===== config.mk =====
export PLATFORM = sky130hd
export DESIGN_NAME = tmr_host_if
export DESIGN_NICKNAME = d
export VERILOG_FILES = /design/src/rtl/tmr_host_pkg.sv /design/src/rtl/tmr_ctl_decode.sv /design/src/rtl/tmr_wr_seq.sv /design/src/rtl/tmr_rd_seq.sv /design/src/rtl/tmr_chan_port.sv /design/src/rtl/tmr_host_if.sv
export SDC_FILE = /design/constraint.sdc
export NUM_CORES = 1
export LEC_CHECK = 0
export ABC_CLOCK_PERIOD_IN_PS = 7000
export BUFFER_PORTS_ARGS = -buffer_cell sky130_fd_sc_hd__buf_2
export CORE_MARGIN = 2
export CORE_UTILIZATION = 50
export DETAILED_ROUTE_END_ITERATION = 16
export GPL_ROUTABILITY_DRIVEN = 0
export PLACE_DENSITY_LB_ADDON = 0.08
export SLEW_MARGIN = 20
export SYNTH_ARGS = -nofsm -noshare
export SYNTH_HDL_FRONTEND = slang
export SYNTH_HIERARCHICAL = 1
export SYNTH_SLANG_ARGS = --single-unit

===== constraint.sdc =====
create_clock -name clk -period 7 [get_ports clk]
set_input_delay 2.1 -clock clk [delete_from_list [all_inputs] [get_ports clk]]
set_output_delay 2.1 -clock clk [all_outputs]
set_load 0.02 [all_outputs]

===== src/rtl/tmr_host_pkg.sv =====
package tmr_host_pkg;

    localparam int BYTE_W   = 8;
    localparam int CNT_W    = 2 * BYTE_W;
    localparam int ADDR_W   = 2;
    localparam int MODE_W   = 3;
    localparam int MAX_CH   = 3;
    localparam logic [ADDR_W-1:0] CTL_ADDR = 2'd3;
    localparam logic [1:0]        RB_SEL   = 2'd3;

    // access field of a control word
    typedef enum logic [1:0] {
        ACC_LATCH = 2'd0,
        ACC_LO    = 2'd1,
        ACC_HI    = 2'd2,
        ACC_WORD  = 2'd3
    } acc_e;

    // what remains to be read from a latched count
    typedef enum logic [1:0] {
        LQ_NONE = 2'd0,
        LQ_LO   = 2'd1,
        LQ_HI   = 2'd2,
        LQ_WORD = 2'd3
    } lq_e;

    typedef struct packed {
        logic [1:0]        sel;
        acc_e              acc;
        logic [MODE_W-1:0] mode;
        logic              bcd;
    } ctl_word_t;

    typedef struct packed {
        acc_e              acc;
        logic [MODE_W-1:0] mode;
        logic              bcd;
    } ch_cfg_t;

    function automatic logic [BYTE_W-1:0] make_status(
        input logic    out_lvl,
        input ch_cfg_t cfg
    );
        return {out_lvl, 1'b0, cfg.acc, cfg.mode, cfg.bcd};
    endfunction

    function automatic lq_e latch_kind(input acc_e acc);
        lq_e k;
        case (acc)
            ACC_LO:   k = LQ_LO;
            ACC_HI:   k = LQ_HI;
            ACC_WORD: k = LQ_WORD;
            default:  k = LQ_NONE;
        endcase
        return k;
    endfunction

endpackage


===== src/rtl/tmr_ctl_decode.sv =====
module tmr_ctl_decode
    import tmr_host_pkg::*;
#(
    parameter int NUM_CH = 3
) (
    input  logic                 wr_en,
    input  logic [ADDR_W-1:0]    addr,
    input  logic [BYTE_W-1:0]    wdata,
    output logic [NUM_CH-1:0]    cfg_we,
    output logic [NUM_CH-1:0]    cnt_latch,
    output logic [NUM_CH-1:0]    sts_latch
);
    ctl_word_t cw;
    logic      ctl_hit;
    logic      rb_hit;

    assign cw      = ctl_word_t'(wdata);
    assign ctl_hit = wr_en && (addr == CTL_ADDR);
    assign rb_hit  = ctl_hit && (cw.sel == RB_SEL);

    for (genvar c = 0; c < NUM_CH; c++) begin : g_ch
        logic sel_hit;
        logic rb_pick;
        assign sel_hit      = ctl_hit && (cw.sel == 2'(c));
        assign rb_pick      = rb_hit && wdata[1 + c];
        assign cfg_we[c]    = sel_hit && (cw.acc != ACC_LATCH);
        assign cnt_latch[c] = (sel_hit && (cw.acc == ACC_LATCH)) ||
                              (rb_pick && !wdata[5]);
        assign sts_latch[c] = rb_pick && !wdata[4];
    end

endmodule


===== src/rtl/tmr_wr_seq.sv =====
module tmr_wr_seq
    import tmr_host_pkg::*;
(
    input  logic              clk,
    input  logic              rst,
    input  logic              cfg_we,
    input  logic              data_we,
    input  acc_e              acc,
    input  logic [BYTE_W-1:0] wbyte,
    output logic              load,
    output logic [CNT_W-1:0]  load_val
);
    logic              wr_hi;
    logic [BYTE_W-1:0] lo_hold;

    always_ff @(posedge clk) begin
        if (rst) begin
            wr_hi    <= 1'b0;
            lo_hold  <= '0;
            load     <= 1'b0;
            load_val <= '0;
        end else begin
            load <= 1'b0;
            if (cfg_we) begin
                wr_hi <= 1'b0;
            end else if (data_we) begin
                case (acc)
                    ACC_LO: begin
                        load     <= 1'b1;
                        load_val <= {{BYTE_W{1'b0}}, wbyte};
                    end
                    ACC_HI: begin
                        load     <= 1'b1;
                        load_val <= {wbyte, {BYTE_W{1'b0}}};
                    end
                    ACC_WORD: begin
                        if (!wr_hi) begin
                            lo_hold <= wbyte;
                            wr_hi   <= 1'b1;
                        end else begin
                            load     <= 1'b1;
                            load_val <= {wbyte, lo_hold};
                            wr_hi    <= 1'b0;
                        end
                    end
                    default: ;
                endcase
            end
        end
    end

endmodule


===== src/rtl/tmr_rd_seq.sv =====
module tmr_rd_seq
    import tmr_host_pkg::*;
(
    input  logic              clk,
    input  logic              rst,
    input  logic              cfg_we,
    input  logic              cnt_latch,
    input  logic              sts_latch,
    input  logic              rd_en,
    input  ch_cfg_t           cfg,
    input  logic [CNT_W-1:0]  live_cnt,
    input  logic              out_lvl,
    output logic [BYTE_W-1:0] rdata,
    output logic              sts_pend,
    output logic              cnt_pend,
    output logic [CNT_W-1:0]  cnt_hold
);
    lq_e               lq;
    logic              rd_hi;
    logic [BYTE_W-1:0] sts_q;

    assign cnt_pend = (lq != LQ_NONE);

    always_comb begin
        if (sts_pend) begin
            rdata = sts_q;
        end else begin
            case (lq)
                LQ_LO, LQ_WORD: rdata = cnt_hold[BYTE_W-1:0];
                LQ_HI:          rdata = cnt_hold[CNT_W-1:BYTE_W];
                default: begin
                    case (cfg.acc)
                        ACC_HI:   rdata = live_cnt[CNT_W-1:BYTE_W];
                        ACC_WORD: rdata = rd_hi ? live_cnt[CNT_W-1:BYTE_W]
                                                : live_cnt[BYTE_W-1:0];
                        default:  rdata = live_cnt[BYTE_W-1:0];
                    endcase
                end
            endcase
        end
    end

    always_ff @(posedge clk) begin
        if (rst) begin
            lq       <= LQ_NONE;
            rd_hi    <= 1'b0;
            sts_q    <= '0;
            sts_pend <= 1'b0;
            cnt_hold <= '0;
        end else begin
            if (rd_en) begin
                if (sts_pend) begin
                    sts_pend <= 1'b0;
                end else if (lq != LQ_NONE) begin
                    lq <= (lq == LQ_WORD) ? LQ_HI : LQ_NONE;
                end else if (cfg.acc == ACC_WORD) begin
                    rd_hi <= !rd_hi;
                end
            end
            if (cfg_we) begin
                rd_hi <= 1'b0;
            end
            if (cnt_latch && (lq == LQ_NONE)) begin
                cnt_hold <= live_cnt;
                lq       <= latch_kind(cfg.acc);
            end
            if (sts_latch && !sts_pend) begin
                sts_q    <= make_status(out_lvl, cfg);
                sts_pend <= 1'b1;
            end
        end
    end

endmodule


===== src/rtl/tmr_chan_port.sv =====
module tmr_chan_port
    import tmr_host_pkg::*;
(
    input  logic              clk,
    input  logic              rst,
    input  logic              cfg_we,
    input  logic              cnt_latch,
    input  logic              sts_latch,
    input  logic              data_we,
    input  logic              rd_en,
    input  logic [BYTE_W-1:0] wdata,
    input  logic [CNT_W-1:0]  live_cnt,
    input  logic              out_lvl,
    output logic [BYTE_W-1:0] rdata,
    output logic              load,
    output logic [CNT_W-1:0]  load_val,
    output ch_cfg_t           cfg,
    output logic              sts_pend,
    output logic              cnt_pend,
    output logic [CNT_W-1:0]  cnt_hold
);
    ctl_word_t cw;
    assign cw = ctl_word_t'(wdata);

    always_ff @(posedge clk) begin
        if (rst) begin
            cfg.acc  <= ACC_WORD;
            cfg.mode <= '0;
            cfg.bcd  <= 1'b0;
        end else if (cfg_we) begin
            cfg.acc  <= cw.acc;
            cfg.mode <= cw.mode;
            cfg.bcd  <= cw.bcd;
        end
    end

    tmr_wr_seq u_wr (
        .clk      (clk),
        .rst      (rst),
        .cfg_we   (cfg_we),
        .data_we  (data_we),
        .acc      (cfg.acc),
        .wbyte    (wdata),
        .load     (load),
        .load_val (load_val)
    );

    tmr_rd_seq u_rd (
        .clk       (clk),
        .rst       (rst),
        .cfg_we    (cfg_we),
        .cnt_latch (cnt_latch),
        .sts_latch (sts_latch),
        .rd_en     (rd_en),
        .cfg       (cfg),
        .live_cnt  (live_cnt),
        .out_lvl   (out_lvl),
        .rdata     (rdata),
        .sts_pend  (sts_pend),
        .cnt_pend  (cnt_pend),
        .cnt_hold  (cnt_hold)
    );

endmodule


===== src/rtl/tmr_host_if.sv =====
module tmr_host_if
    import tmr_host_pkg::*;
#(
    parameter int NUM_CH = 3
) (
    input  logic                     clk,
    input  logic                     rst,
    input  logic [ADDR_W-1:0]        bus_addr,
    input  logic                     bus_wr,
    input  logic [BYTE_W-1:0]        bus_wdata,
    input  logic                     bus_rd,
    output logic [BYTE_W-1:0]        bus_rdata,
    input  logic [NUM_CH*CNT_W-1:0]  ch_count_in,
    input  logic [NUM_CH-1:0]        ch_out_in,
    output logic [NUM_CH-1:0]        ch_load,
    output logic [CNT_W-1:0]         ch_load_val,
    output logic [NUM_CH*MODE_W-1:0] ch_mode,
    output logic [NUM_CH-1:0]        ch_bcd
);
    logic [NUM_CH-1:0]             cfg_we;
    logic [NUM_CH-1:0]             cnt_latch;
    logic [NUM_CH-1:0]             sts_latch;
    logic [NUM_CH-1:0]             sts_pend;
    logic [NUM_CH-1:0]             cnt_pend;
    logic [NUM_CH-1:0][CNT_W-1:0]  cnt_hold;
    logic [NUM_CH-1:0][BYTE_W-1:0] rdata_ch;
    logic [NUM_CH-1:0][CNT_W-1:0]  load_val_ch;
    logic                          wr_en;
    logic                          rd_en;

    // a write wins if both strobes appear together
    assign wr_en = bus_wr;
    assign rd_en = bus_rd && !bus_wr;

    tmr_ctl_decode #(.NUM_CH(NUM_CH)) u_dec (
        .wr_en     (wr_en),
        .addr      (bus_addr),
        .wdata     (bus_wdata),
        .cfg_we    (cfg_we),
        .cnt_latch (cnt_latch),
        .sts_latch (sts_latch)
    );

    for (genvar c = 0; c < NUM_CH; c++) begin : g_ch
        ch_cfg_t cfg_c;
        logic    hit;
        assign hit = (bus_addr == 2'(c));

        tmr_chan_port u_port (
            .clk       (clk),
            .rst       (rst),
            .cfg_we    (cfg_we[c]),
            .cnt_latch (cnt_latch[c]),
            .sts_latch (sts_latch[c]),
            .data_we   (wr_en && hit),
            .rd_en     (rd_en && hit),
            .wdata     (bus_wdata),
            .live_cnt  (ch_count_in[c*CNT_W +: CNT_W]),
            .out_lvl   (ch_out_in[c]),
            .rdata     (rdata_ch[c]),
            .load      (ch_load[c]),
            .load_val  (load_val_ch[c]),
            .cfg       (cfg_c),
            .sts_pend  (sts_pend[c]),
            .cnt_pend  (cnt_pend[c]),
            .cnt_hold  (cnt_hold[c])
        );

        assign ch_mode[c*MODE_W +: MODE_W] = cfg_c.mode;
        assign ch_bcd[c]                   = cfg_c.bcd;
    end

    always_comb begin
        ch_load_val = '0;
        for (int c = 0; c < NUM_CH; c++) begin
            if (ch_load[c]) ch_load_val = ch_load_val | load_val_ch[c];
        end
    end

    always_comb begin
        bus_rdata = '0;
        for (int c = 0; c < NUM_CH; c++) begin
            if (bus_addr == 2'(c)) bus_rdata = rdata_ch[c];
        end
    end

endmodule


==> results of run 1 <==
==> through the flow <==
stage,worst slack [ps],std cells
2_1_floorplan,2050,1049
3_3_place_gp,1610,1291
3_5_place_dp,1570,1291
4_1_cts,1560,1323
5_1_grt,1440,1323
6_report,1550,1323
==> report_power, final <==
group          total [mW]  switching [mW]  internal [mW]  leakage [nW]
sequential           1.04          0.0146           1.02          1.43
combinational       0.204           0.135         0.0694          1.91
clock                1.02           0.409          0.606         0.298
==> final cells by class <==
type / count / area, sq um / area share
well taps: 229 / 287 / 0.0285
multi-input cells: 722 / 4810 / 0.479
flip-flops and latches: 177 / 3540 / 0.353
inverters: 54 / 203 / 0.0202
clock buffers: 18 / 439 / 0.0437
clock inverters: 14 / 188 / 0.0187
repair buffers: 109 / 567 / 0.0565
==> per-layer routing <==
layer	up-vias	track usage	part of all wire
li1	3880	-	-
met3	19	0.0508	0.073
met4	0	0.0654	0.011
met1	3704	0.391	0.48
met2	274	0.383	0.44
met5	-	0	0
==> cell usage in the layout, fill, tap and decap left out, types with 9 or more instances in the layout <==
cell type,instances
a222oi_1,16
a32oi_1,21
nor2_1,70
clkbuf_16,17
nand4_1,45
or3b_1,9
a211oi_1,28
o21ai_0,27
a311oi_1,21
nor2b_1,17
nor3b_1,27
inv_1,51
ha_1,12
a21oi_1,117
and2_1,22
nand2b_1,13
nand2_1,101
mux2i_1,65
buf_2,102
dfxtp_1,177
o211ai_1,24
==> worst reg2reg max path, delay by kind of cell, from the launching register on <==
family / cells / cell delay, ps
DFF: 1 / 960
and+or+nand+nor: 2 / 860
adders and majority gates: 1 / 750
AOI/OAI and AO/OA: 1 / 250
==> worst paths after layout <==
| path | startpoint | endpoint | slack, ps |
|---|---|---|---|
| max | bus_addr[1] | bus_rdata[7] | 1550 |
| min | g_ch[0].u_port/u_rd/cnt_hold[5]$_SDFFE_PP0P_ | g_ch[0].u_port/u_rd/cnt_hold[5]$_SDFFE_PP0P_ | 450 |
| max reg2reg | g_ch[1].u_port/cfg[5]$_SDFFE_PP1P_ | g_ch[1].u_port/u_wr/load_val[3]$_SDFFE_PP0P_ | 4080 |
| min reg2reg | g_ch[0].u_port/u_rd/cnt_hold[5]$_SDFFE_PP0P_ | g_ch[0].u_port/u_rd/cnt_hold[5]$_SDFFE_PP0P_ | 450 |
==> flip-flops by register name (all words and copies together) (netlist names) <==
register	flops
g_ch.u_port/cfg	18
g_ch.u_port/u_rd/cnt_hold	48
g_ch.u_port/u_rd/lq	6
g_ch.u_port/u_rd/rd_hi	3
g_ch.u_port/u_rd/sts_pend	3
g_ch.u_port/u_rd/sts_q	21
g_ch.u_port/u_wr/lo_hold	24
g_ch.u_port/u_wr/load	3
g_ch.u_port/u_wr/load_val	48
g_ch.u_port/u_wr/wr_hi	3
==> flow_metrics.py, run 1 <==
metrics = {
    "yosys": {
        "postSynthCellCount": 1049,
        "syn_nets": 1126,
        "avgSynthCellArea_sq_um": 8.67,
        "syn_area_sq_um": 9100,
        "yosys_warnings": 6,
    },
    "layout": {
        "area_growth_pct": 10.3,
        "drive_above_1_share": 0.158,
        "final_nets": 1158,
        "fin_util": 0.561,
        "fill_cells": 1697,
        "antenna_cells": 0,
        "final_cell_area_sq_um": 10000,
    },
    "timing": {
        "finalCriticalPeriod_ps": 5450,
        "fmax_mhz": 184,
        "hold_viol_final": 0,
        "hold_slack_ps": 452,
        "post-route-period-util": 0.778,
        "slew_headroom": 0.319,
        "slew_violations": 0,
        "worst_pin_slew_ps": 1020,
        "rsz0062_at_grt": "false",
        "finClkSkew_ps": 7.59,
        "setup_violations": 0,
        "tns_ps": 0,
    },
    "detailed_routing": {
        "dr.pass1.iters": 6,
        "routed_wl_um": 25300,
        "vias": 7877,
        "drc": 0,
        "drtAntennaViolNets": 0,
        "routedWlPerCell_um": 19.1,
        "viasPerCell": 5.95,
        "drtIter0Drc": 658,
    },
    "floorplan": {
        "die_w_um": 139,
        "num_rows": 49,
        "design.core.area_sq_um": 17900,
        "die_h_um": 139,
        "start_util": 0.508,
        "fp.dieArea_sq_um": 19300,
        "pin_count": 104,
    },
    "clocking": {
        "postCtsSetupBuffers": 0,
        "cts_buffers": 17,
        "clock_latency_ps": 430,
        "cts_htree_levels": 4,
        "cts_root_buf": "clkbuf_16",
        "clock_path_buffers": 2,
        "cts_hold_buf": 0,
        "cts_resized": 0,
        "cts_tree": "yes",
        "clk_pin_slew_worst_paths_ps": 60,
        "cts_num_sinks": 177,
    },
    "placed_design": {
        "hpwl_um": 16200,
        "post_dp_cell_area_sq_um": 9390,
        "portBuffers": 103,
    },
    "grt": {
        "grt_first_pass_wirelength_um": 40500,
        "grt-ovfl-total": 0,
        "grt_pass1_vias": 7290,
        "grt.total_usage": 0.260,
        "grt_max_degree": 123,
        "antenna_found_initial": 0,
    },
    "critical_path": {
        "cp_max_fo": 16,
        "cp.arrival_ps": 3350,
        "required_ps": 4900,
        "slowest_stage": "nor2b_1",
        "crit_cells": 4,
        "cpMostUsedCell": "buf_2",
        "startpoint_type": "input port",
        "critical_path_class": "in -> out",
        "cpLargestDelayFamily": "simple AND/OR/NAND/NOR gates",
        "ff2ff_path_depth": 4,
        "end_kind": "output pin",
        "max_stage_delay_ps": 540,
        "cp_cell_sequence": "buf_2 > nor2b_1 > o2bb2ai_1 > buf_2",
        "cp_num_buf_inv": 2,
    },
    "status": {
        "status": "complete, no violations",
    },
    "flow_run": {
        "cap_violations": 0,
    },
    "power_and_ir_drop": {
        "leakagePower_nw": 3.64,
        "p_per_area_nw_per_um2": 225,
        "p_total_mw": 2.26,
        "vdd_ir_drop_max_mv": 0.156,
    },
    "worst_hold_path": {
        "hold_class": "reg -> reg",
        "min_path_cells": 2,
    },
}
Note: power is estimated with default switching activity, not from simulation.
==> inputs of run 2 (changes only) <==
--- a/config.mk
+++ b/config.mk
@@ -5,7 +5,7 @@
 export SDC_FILE = /design/constraint.sdc
 export NUM_CORES = 1
 export LEC_CHECK = 0
-export ABC_CLOCK_PERIOD_IN_PS = 7000
+export ABC_CLOCK_PERIOD_IN_PS = 5300
 export BUFFER_PORTS_ARGS = -buffer_cell sky130_fd_sc_hd__buf_2
 export CORE_MARGIN = 2
 export CORE_UTILIZATION = 50
==> constraint.sdc (replaced) <==
create_clock -name clk -period 5.3 [get_ports clk]
set_input_delay 1.59 -clock clk [delete_from_list [all_inputs] [get_ports clk]]
set_output_delay 1.59 -clock clk [all_outputs]
set_load 0.02 [all_outputs]
==> run 2 against run 1 <==
Clock power up 24%. Via count up 1.3%. Die area unchanged. Critical endpoint unchanged. Largest cell class unchanged. Highest routed layer unchanged.
==> flow_metrics.py, run 2 (synthesis gave the netlist of run 1 again) <==
metrics = {
    "status": {
        "status": "complete, no violations",
    },
    "layout": {
        "seq_area_sq_um": 3540,
        "final_nets": 1167,
        "fill_cells": 1694,
        "most-common-layout-cells": "dfxtp_1, a21oi_1, buf_2",
        "drive_above_1_share": 0.163,
        "final_cell_area_sq_um": 10000,
        "area_growth_pct": 10.5,
        "antenna_cells": 0,
        "final_common_cell": "dfxtp_1",
        "multi_input_area_sq_um": 4790,
        "final_cells": 1332,
        "reg.largest.list": "g_ch.u_port/u_rd/cnt_hold x48, g_ch.u_port/u_wr/load_val x48, g_ch.u_port/u_wr/lo_hold x24",
    },
    "clocking": {
        "cts_hold_buf": 0,
        "cts_root_buf": "clkbuf_16",
        "clk_pin_slew_worst_paths_ps": 60,
        "cts_tree": "yes",
        "postCtsSetupBuffers": 0,
        "cts_htree_levels": 4,
        "cts_buffers": 17,
        "cts_resized": 0,
        "cts_num_sinks": 177,
        "clock_path_buffers": 2,
        "clock_latency_ps": 420,
    },
    "floorplan": {
        "die_w_um": 139,
        "fp.dieArea_sq_um": 19300,
        "design.core.area_sq_um": 17900,
        "die_h_um": 139,
        "start_util": 0.508,
        "num_rows": 49,
        "pin_count": 104,
    },
    "timing": {
        "slew_headroom": 0.260,
        "setup_violations": 0,
        "worst_pin_slew_ps": 1110,
        "post-route-period-util": 0.849,
        "hold_viol_final": 0,
        "finalCriticalPeriod_ps": 4500,
        "slew_violations": 0,
        "rsz0062_at_grt": "false",
        "finClkSkew_ps": 12.2,
        "tns_ps": 0,
        "fmax_mhz": 222,
        "hold_slack_ps": 450,
    },
    "critical_path": {
        "cp.arrival_ps": 2910,
        "r2r-start": "g_ch[0].u_port/cfg[5]$_SDFFE_PP1P_",
        "cp_num_buf_inv": 2,
        "ff2ff_path_depth": 5,
        "end_kind": "output pin",
        "cp_cell_sequence": "buf_2 > nor2b_1 > o2bb2ai_1 > buf_2",
        "max_stage_delay_ps": 650,
        "cp_max_fo": 16,
        "cpLargestDelayFamily": "simple AND/OR/NAND/NOR gates",
        "critical_path_class": "in -> out",
        "reg2reg_slack_ps": 2790,
        "startpoint_type": "input port",
        "slowest_stage": "nor2b_1",
        "r2r-end": "g_ch[0].u_port/u_wr/load_val[1]$_SDFFE_PP0P_",
        "cpMostUsedCell": "buf_2",
        "required_ps": 3710,
    },
    "detailed_routing": {
        "drtIter0Drc": 691,
        "routedWlPerCell_um": 18.7,
        "dr.pass1.iters": 9,
        "vias": 7983,
        "routed_wl_um": 24900,
        "drtAntennaViolNets": 0,
        "drc": 0,
        "viasPerCell": 5.99,
    },
    "placed_design": {
        "hpwl_um": 16300,
        "post_dp_cell_area_sq_um": 9460,
        "placedCellCount": 1300,
        "portBuffers": 103,
    },
    "grt": {
        "grt.total_usage": 0.253,
        "antenna_found_initial": 0,
        "grt_pass1_vias": 7350,
        "grt_first_pass_wirelength_um": 39800,
        "grt_max_degree": 138,
        "grt-ovfl-total": 0,
    },
    "worst_hold_path": {
        "min-delay-start": "g_ch[0].u_port/u_rd/cnt_hold[7]$_SDFFE_PP0P_",
        "min_path_cells": 2,
        "min_to": "g_ch[0].u_port/u_rd/cnt_hold[7]$_SDFFE_PP0P_",
        "hold_class": "reg -> reg",
    },
    "power_and_ir_drop": {
        "p_total_mw": 2.90,
        "p_per_area_nw_per_um2": 288,
        "vdd_ir_drop_max_mv": 0.234,
        "leakagePower_nw": 3.67,
    },
    "flow_run": {
        "cap_violations": 0,
    },
}
-- run 2: worst max-delay path by stage --
stage / start / endpoint / slack (ps) / depth (start not counted)
final: bus_addr[0] / bus_rdata[7] / 800 / 4
after global routing: bus_addr[0] / bus_rdata[7] / 710 / 4
after CTS: bus_addr[0] / bus_rdata[7] / 830 / 4
after detailed placement: bus_addr[0] / bus_rdata[7] / 820 / 4
after global placement: bus_addr[0] / bus_rdata[7] / 890 / 4
after floorplan: bus_addr[0] / bus_rdata[2] / 1370 / 4
-- run 2: stage by stage --
| stage | utilization | setup WS [ps] |
|---|---|---|
| floorplan | - | 1370 |
| global placement | 0.528 | 893 |
| detailed placement | 0.528 | 822 |
| CTS | 0.561 | 827 |
| global route | 0.561 | 712 |
| finish | 0.561 | 799 |
-- run 2: metal layers --
layer  wire length (um)  track usage  vias up
met4                328       0.0654        0
li1                   -            -     3877
met2              11000        0.375      271
met5                  0            0        -
met1              11700        0.372     3808
met3               1880       0.0594       27
-- run 2: where the power goes --
group	internal [mW]	switching [mW]	total [mW]
logic	0.0938	0.178	0.272
registers	1.35	0.0179	1.37
clock network	0.724	0.535	1.26
-- run 2: cell type report --
class,count,area share
Multi-Input combinational cell,722,0.477
Inverter,54,0.0202
Clock inverter,11,0.0127
Tap cell,229,0.0285
Sequential cell,177,0.353
Timing Repair Buffer,118,0.0631
Clock buffer,21,0.0458
-- run 2: tightest hold or removal path, delay by kind of cell, from the launching register on --
kind	cells	cell delay, ps
compound gates	1	50
flops	1	300
simple gates	1	50
